===== config.mk =====
export PLATFORM = sky130hd
export DESIGN_NAME = lbt_echo_tracker
export DESIGN_NICKNAME = d
export VERILOG_FILES = /design/src/rtl/lbt_echo_tracker.sv
export SDC_FILE = /design/constraint.sdc
export NUM_CORES = 1
export LEC_CHECK = 0
export ABC_AREA = 1
export BUFFER_PORTS_ARGS = -buffer_cell sky130_fd_sc_hd__buf_2
export CELL_PAD_IN_SITES_DETAIL_PLACEMENT = 0
export CELL_PAD_IN_SITES_GLOBAL_PLACEMENT = 1
export CORE_UTILIZATION = 32
export DETAILED_ROUTE_END_ITERATION = 7
export HOLD_SLACK_MARGIN = 0.06
export PLACE_DENSITY = 0.74
export SYNTH_ARGS = -nofsm -noshare
export SYNTH_HDL_FRONTEND = slang
export SYNTH_SLANG_ARGS = --single-unit

===== constraint.sdc =====
create_clock -name clk -period 1.2 [get_ports clk]
set_input_delay 0.12 -clock clk [delete_from_list [all_inputs] [get_ports clk]]
set_output_delay 0.12 -clock clk [all_outputs]
set_load 0.03 [all_outputs]

===== src/rtl/lbt_echo_tracker.sv =====
module lbt_echo_tracker #(
  parameter int DW       = 16,
  parameter int ECHO_WIN = 16
) (
  input  logic          clk,
  input  logic          rst_n,
  input  logic          clear,
  input  logic          tx_valid,
  output logic          tx_ready,
  input  logic [DW-1:0] tx_data,
  input  logic          tx_last,
  input  logic          echo_valid,
  input  logic [DW-1:0] echo_data,
  input  logic          echo_bad,
  output logic          fmt_evt,
  output logic          cmp_evt
);
  localparam int CW = (ECHO_WIN > 2) ? $clog2(ECHO_WIN) : 1;
  localparam logic [CW-1:0] WIN_END = CW'(ECHO_WIN - 1);

  logic          pending;
  logic [CW-1:0] wait_cnt;
  logic [DW-1:0] exp_data;
  logic          exp_last;
  logic          accept;
  logic          expired;

  assign tx_ready = !pending && !clear;
  assign accept   = tx_valid && tx_ready;
  assign expired  = pending && !echo_valid && (wait_cnt == WIN_END);

  assign fmt_evt = pending && !clear && ((echo_valid && echo_bad) || expired);
  assign cmp_evt = pending && !clear && echo_valid && !echo_bad && exp_last
                   && (echo_data != exp_data);

  always_ff @(posedge clk) begin
    if (!rst_n) begin
      pending  <= 1'b0;
      wait_cnt <= '0;
      exp_data <= '0;
      exp_last <= 1'b0;
    end else if (clear) begin
      pending  <= 1'b0;
      wait_cnt <= '0;
    end else if (accept) begin
      pending  <= 1'b1;
      wait_cnt <= '0;
      exp_data <= tx_data;
      exp_last <= tx_last;
    end else if (pending) begin
      if (echo_valid || expired) begin
        pending <= 1'b0;
      end else begin
        wait_cnt <= wait_cnt + 1'b1;
      end
    end
  end
endmodule


==> results of run 1 <==
## sequential cells by signal, summed over array words and instances, names as in the netlist
register	count
exp_data	16
exp_last	1
wait_cnt	4
pending	1
## routing by layer
layer / vias up / routed length, µm / global-route usage (%)
met1: 547 / 1240 / 16.9
met2: 33 / 1470 / 25.8
met5: - / 0 / 0
met4: 0 / 14 / 2.62
li1: 678 / - / -
met3: 2 / 154 / 3.65
## worst max-delay path, cell delays in order, from the launching register on
cell and delay, ns:
dfxtp_2 0.35, ha_4 0.15, nand3_4 0.08, nor3_4 0.15
a21oi_2 0.06, nor3_4 0.16, buf_6 0.15
## synth_stat cells (2+ instances only)
| cell | n |
|---|---|
| a21oi_1 | 14 |
| buf_6 | 2 |
| dfxtp_1 | 22 |
| inv_1 | 28 |
| nand2_1 | 45 |
| nand3_1 | 2 |
| nor2_1 | 37 |
| nor2_2 | 2 |
| nor3_1 | 2 |
| o21ai_0 | 17 |
| xor2_1 | 2 |
## layout make-up
| cell class | count | area, µm² |
|---|---|---|
| Sequential cell | 22 | 455 |
| Tap cell | 46 | 57.6 |
| Timing Repair Buffer | 56 | 347 |
| Multi-Input combinational cell | 130 | 676 |
| Inverter | 30 | 118 |
| Clock buffer | 3 | 41.3 |
| Fill cell | 363 | 1750 |
## metrics by stage
stage / cell area (µm²) / power (W) / std cells
after detailed placement: 1540 / 0.00109 / 278
after global routing: 1690 / 0.00166 / 287
after floorplan: 1230 / 0.000973 / 186
after global placement: 1540 / 0.00108 / 278
final: 1690 / 0.00155 / 287
after CTS: 1620 / 0.00156 / 282
## power by group through the flow
| stage | clock network, W | logic, W | registers, W |
|---|---|---|---|
| 6_report | 0.000459 | 0.000292 | 0.000797 |
| 5_1_grt | 0.000524 | 0.000330 | 0.000802 |
| 3_5_place_dp | 0 | 0.000279 | 0.000810 |
| 3_3_place_gp | 0 | 0.000273 | 0.000808 |
| 2_1_floorplan | 0 | 0.000167 | 0.000805 |
| 4_1_cts | 0.000480 | 0.000284 | 0.000795 |
## cell families after synthesis
logic type	synth area share [%]
AND/OR/NAND/NOR	32.3
buffers and inverters	12.6
AO/OA/AOI/OAI	14.5
flip-flops	37.3
XOR/XNOR	2.22
adder cells (fa/ha/maj)	1.06
## final timing paths
kind                              from                   endpoint  slack (ns)
max           wait_cnt[1]$_SDFFE_PP0P_                    fmt_evt       -0.29
min                         tx_data[9]   exp_data[9]$_SDFFE_PN0P_         0.1
max reg2reg   wait_cnt[1]$_SDFFE_PP0P_   wait_cnt[3]$_SDFFE_PP0P_       -0.15
min reg2reg  exp_data[15]$_SDFFE_PN0P_  exp_data[15]$_SDFFE_PN0P_        0.46
## timing repair
| item | in CTS | in global routing |
|---|---|---|
| endpoints found under the setup margin | 2 | 5 |
| setup buffers | 1 | 5 |
| hold buffers | 0 | 0 |
| pin swaps | 11 | 16 |
| gates resized for setup | 11 | 25 |
==> flow_summary.yaml, run 1 <==
pwr:
  power_leakage_nw: 0.852
  vdd_ir_drop_max_uv: 513
  p_clk_share_pct: 29.7
  power_density_mw_per_mm2: 914
  seqPwrFrac_pct: 51.5
  power_switching_share_pct: 26.9
  switching_power_w: 0.000417
  internal_power_w: 0.00113
  p_comb_share_pct: 18.9
routing:
  first_iter_violations: 26
  routedWlPerCell_um: 10.0
  postRouteAntennaNets: 0
  drt-total-wl_mm: 2.88
  vias: 1260
  first_pass_iters: 4
  routed_via_density: 4.39
  drc_errors: 0
die:
  core_area_mm2: 0.00344
  die_y_um: 62.8
  die_x_um: 62.8
  ios: 42
  die_area_mm2: 0.00394
  initial_core_util_pct: 34.3
  rows: 21
sta:
  finalHoldViolCount: 0
  drv_slew: 0
  min_period_ns: 1.49
  finalWorstSetupSlack_ns: -0.292
  rsz0062_at_grt: "yes"
  tns_ns: -0.708
  maxSlewHeadroom_pct: 87.0
  whs_ns: 0.0964
  min_period_over_period_pct: 124
  fin_worst_skew_ns: 0.00104
  setup_violations: 6
  clock.fmax_ghz: 0.670
  worst_pin_slew_ns: 0.195
synth:
  synth_area_leader_cell: "dfxtp_1"
  yosysWarnings: 0
  synthArstFlopShare_pct: 0
  synth-seq-cells: 22
  yosys_most_used_dff: "dfxtp_1"
  synth_cell_types: 24
  synth_area_per_cell_um2: 6.35
  synth.area.top_cells: "dfxtp_1 (37%), nand2_1 (14%), nor2_1 (12%), inv_1 (8.9%), o21ai_0 (7.2%)"
  yosysSeqAreaShare_pct: 37.3
  synth_nets: 226
  syn_inst: 186
  synth_top_area_share_pct: 37.3
  synth.cell_area_mm2: 0.00118
  synth_edf_count: 0
grt:
  grt_pass1_vias: 1086
  antenna_found_initial: 0
  grt_first_pass_wirelength_mm: 4.47
  track_usage_pct: 14.3
  grt_max_degree: 25
  grt.overflow.total: 0
cells_and_area:
  syn2layout_area_growth_pct: 43.4
  final_cell_mix: "nand2_1 (44), buf_2 (39), nor2_1 (35)"
  drive_gt1_share_pct: 38.2
  fin_util_pct: 49.2
  final_common_cell: "nand2_1"
  nNetsFinal: 283
  antenna_cells: 0
clock_tree:
  clk_latency_ns: 0.26
  cts_sinks: 22
  h-tree-depth: 1
  root_buffer: "clkbuf_8"
  numCtsBuffers: 3
  path_clk_slew_ns: 0.08
  clockBufferDepth: 2
  tritoncts: "yes"
outcome:
  status: "finished, violations left"
  violations: "setup timing"
setup_path:
  cp.arrival_ns: 1.37
  critPathCaptureType: "primary output"
  critPathMaxFanout: 2
  cp.required_ns: 1.08
  ff2ff_path_depth: 8
  startpoint_type: "register"
  crit_type: "register to primary output"
placed_design:
  dp_slack_ns: -0.0902
  port_buffers: 41
  place.gp.congestion: 0.721
  dp_hpwl_mm: 2.13
hold_path:
  hold_class: "input port to register"
  hold_path_depth: 3
run:
  drv_cap: 0
Power figures use the tool's default switching activity.
==> run 2, diff against run 1 <==
Settings changed: ABC_AREA 1 to unset, CORE_UTILIZATION 32 to 34.
==> flow_summary.yaml, run 2 <==
cells_and_area:
  final_cells: 237
  largest_register_ffs: 16
  fin_util_pct: 57.6
  antenna_cells: 0
  top_regs: "exp_data: 16 flops, wait_cnt: 4 flops"
  final_common_cell: "buf_2"
  final_cell_mix: "buf_2 (39), nand2_1 (35), dfxtp_1 (18), dlygate4sd3_1 (18), xor2_1 (17)"
  nNetsFinal: 234
  drive_gt1_share_pct: 44.0
  final_area_mm2: 0.00177
  syn2layout_area_growth_pct: 58.9
  top_register: "exp_data"
sta:
  min_period_ns: 1.69
  finalHoldViolCount: 0
  whs_ns: 0.103
  min_period_over_period_pct: 141
  maxSlewHeadroom_pct: 83.6
  clock.fmax_ghz: 0.592
  setup_violations: 2
  finalWorstSetupSlack_ns: -0.489
  rsz0062_at_grt: "yes"
  fin_worst_skew_ns: 0.00200
  worst_pin_slew_ns: 0.244
  drv_slew: 0
die:
  die_x_um: 59.3
  die_y_um: 59.3
  ios: 42
  core_area_mm2: 0.00308
  rows: 20
  die_area_mm2: 0.00351
  initial_core_util_pct: 36.2
routing:
  vias: 1080
  routedWlPerCell_um: 11.8
  first_pass_iters: 4
  routed_via_density: 4.56
  drc_errors: 0
  postRouteAntennaNets: 0
  drt-total-wl_mm: 2.79
  first_iter_violations: 14
synth:
  synth_nets: 165
  synth_most_common_cell: "nand2_1"
  yosys_most_used_dff: "dfxtp_1"
  yosysWarnings: 0
  synth-seq-cells: 22
  synth_common_cells: "nand2_1 (36), dfxtp_1 (22), xor2_1 (18)"
  synth_area_per_cell_um2: 8.92
  syn_inst: 125
  synthArstFlopShare_pct: 0
  synth_top_area_share_pct: 39.5
  synth.area.top_cells: "dfxtp_1 (40%), xor2_1 (14%), nand2_1 (12%), a21boi_2 (10%), a21boi_0 (4.7%)"
  synth_edf_count: 0
  synth_area_leader_cell: "dfxtp_1"
  synth.cell_area_mm2: 0.00111
  yosysSeqAreaShare_pct: 39.5
  synth_cell_types: 25
setup_path:
  slowest_delay_ns: 0.34
  cp.required_ns: 1.08
  cpMaxStageDelayCell: "dfxtp_1"
  ff2ff_path_depth: 5
  cp.arrival_ns: 1.57
  critPathCaptureType: "primary output"
  crit_chain: "xor2_1 -> nor4_2 -> nand4_1 -> and3_4 -> buf_6"
  startpoint_type: "register"
  critPathMaxFanout: 2
  crit_type: "register to primary output"
grt:
  grt_pass1_vias: 1132
  grt.overflow.total: 0
  grtUsageMet2_pct: 33.5
  antenna_found_initial: 0
  top_usage_layer: "met2"
  use_met3_pct: 5.24
  grt_first_pass_wirelength_mm: 4.78
  grt.met1_usage_pct: 20.4
  track_usage_pct: 18.2
  grt_max_degree: 18
placed_design:
  port_buffers: 41
  place.gp.congestion: 0.708
  dp_cells: 213
  dp_hpwl_mm: 1.98
  dpl_cell_area_mm2: 0.00142
outcome:
  status: "finished, violations left"
  violations: "setup timing"
pwr:
  p_clk_share_pct: 34.6
  power_switching_share_pct: 22.8
  vdd_ir_drop_max_uv: 704
  p_comb_share_pct: 17.7
  power_w: 0.00163
  switching_power_w: 0.000372
  power_leakage_nw: 0.753
  internal_power_w: 0.00126
  power_density_mw_per_mm2: 920
  seqPwrFrac_pct: 47.7
clock_tree:
  path_clk_slew_ns: 0.12
  root_buffer: "clkbuf_4"
  cts_sinks: 22
  clk_latency_ns: 0.31
  clockBufferDepth: 2
  tritoncts: "yes"
  numCtsBuffers: 3
  h-tree-depth: 1
run:
  drv_cap: 0
hold_path:
  hold_class: "input port to register"
  hold_path_depth: 3
-- run 2: cell types whose count changed after synthesis, moves of 2 or more --
cell	change
o21ai_0	-17
a21oi_1	-10
inv_1	-28
nor2_1	-34
xor2_1	+16
nand2_1	-9
nand2b_1	+2
a21boi_2	+10
a21boi_0	+6
and3_1	+2
nor4_1	+4
-- run 2: cells by family after synthesis --
family	Yosys count	synth area share [%]
AOI/OAI and AO/OA	21	16.6
buffers and inverters	4	3.59
adders and majority gates	1	1.12
DFF	22	39.5
and+or+nand+nor	59	25.0
xor gates and xnor gates	18	14.1
-- run 2: repair_timing --
| action | CTS | global route |
|---|---|---|
| hold buffers | 17 | 1 |
| setup buffers | 2 | 1 |
| pin swaps | 8 | 6 |
| gates resized for setup | 21 | 6 |
| endpoints found under the setup margin | 5 | 5 |
| cloned | 0 | 0 |
| hold endpoints to repair | 17 | 1 |
-- run 2: per-stage QoR --
step / TNS, ns / setup slack (ns)
floorplan: -0.0699 / -0.0699
global placement: -0.315 / -0.270
detailed placement: -0.452 / -0.280
CTS: -0.938 / -0.510
global route: -1.04 / -0.631
finish: -0.812 / -0.489
-- run 2: power by group through the flow --
stage / sequential (W) / combinational (W) / clock (W)
after floorplan: 0.000790 / 0.000130 / 0
after global placement: 0.000792 / 0.000227 / 0
after detailed placement: 0.000794 / 0.000232 / 0
after CTS: 0.000777 / 0.000284 / 0.000576
after global routing: 0.000781 / 0.000322 / 0.000610
final: 0.000777 / 0.000289 / 0.000564
-- run 2: area by class of cell --
cell class	instances	area, µm²
Tap cell	44	55.1
Clock buffer	3	22.5
Multi-Input combinational cell	99	737
Fill cell	297	1310
Timing Repair Buffer	68	482
Sequential cell	22	445
Clock inverter	1	30.0
-- run 2: worst max-delay path, delay by kind of cell (launching register included) --
| family | cells | cell delay (ns) |
|---|---|---|
| and+or+nand+nor | 3 | 0.62 |
| DFF | 1 | 0.34 |
| xor gates and xnor gates | 1 | 0.16 |
| buffers and inverters | 1 | 0.13 |
-- run 2: final timing paths --
check                             end  slack, ns                     start
min                pending$_SDFF_PP0_       0.10                  tx_valid
max                           cmp_evt      -0.49  exp_data[8]$_SDFFE_PN0P_
max reg2reg  wait_cnt[2]$_SDFFE_PP0P_       0.04  wait_cnt[1]$_SDFFE_PP0P_
min reg2reg  exp_data[6]$_SDFFE_PN0P_       0.48  exp_data[6]$_SDFFE_PN0P_
-- run 2: metal layers --
layer	up-vias	part of all wire [%]	wire, µm
met5	-	0	0
met3	2	5.3	148
met4	0	0.43	12
li1	551	-	-
met2	33	55	1550
met1	494	39	1080
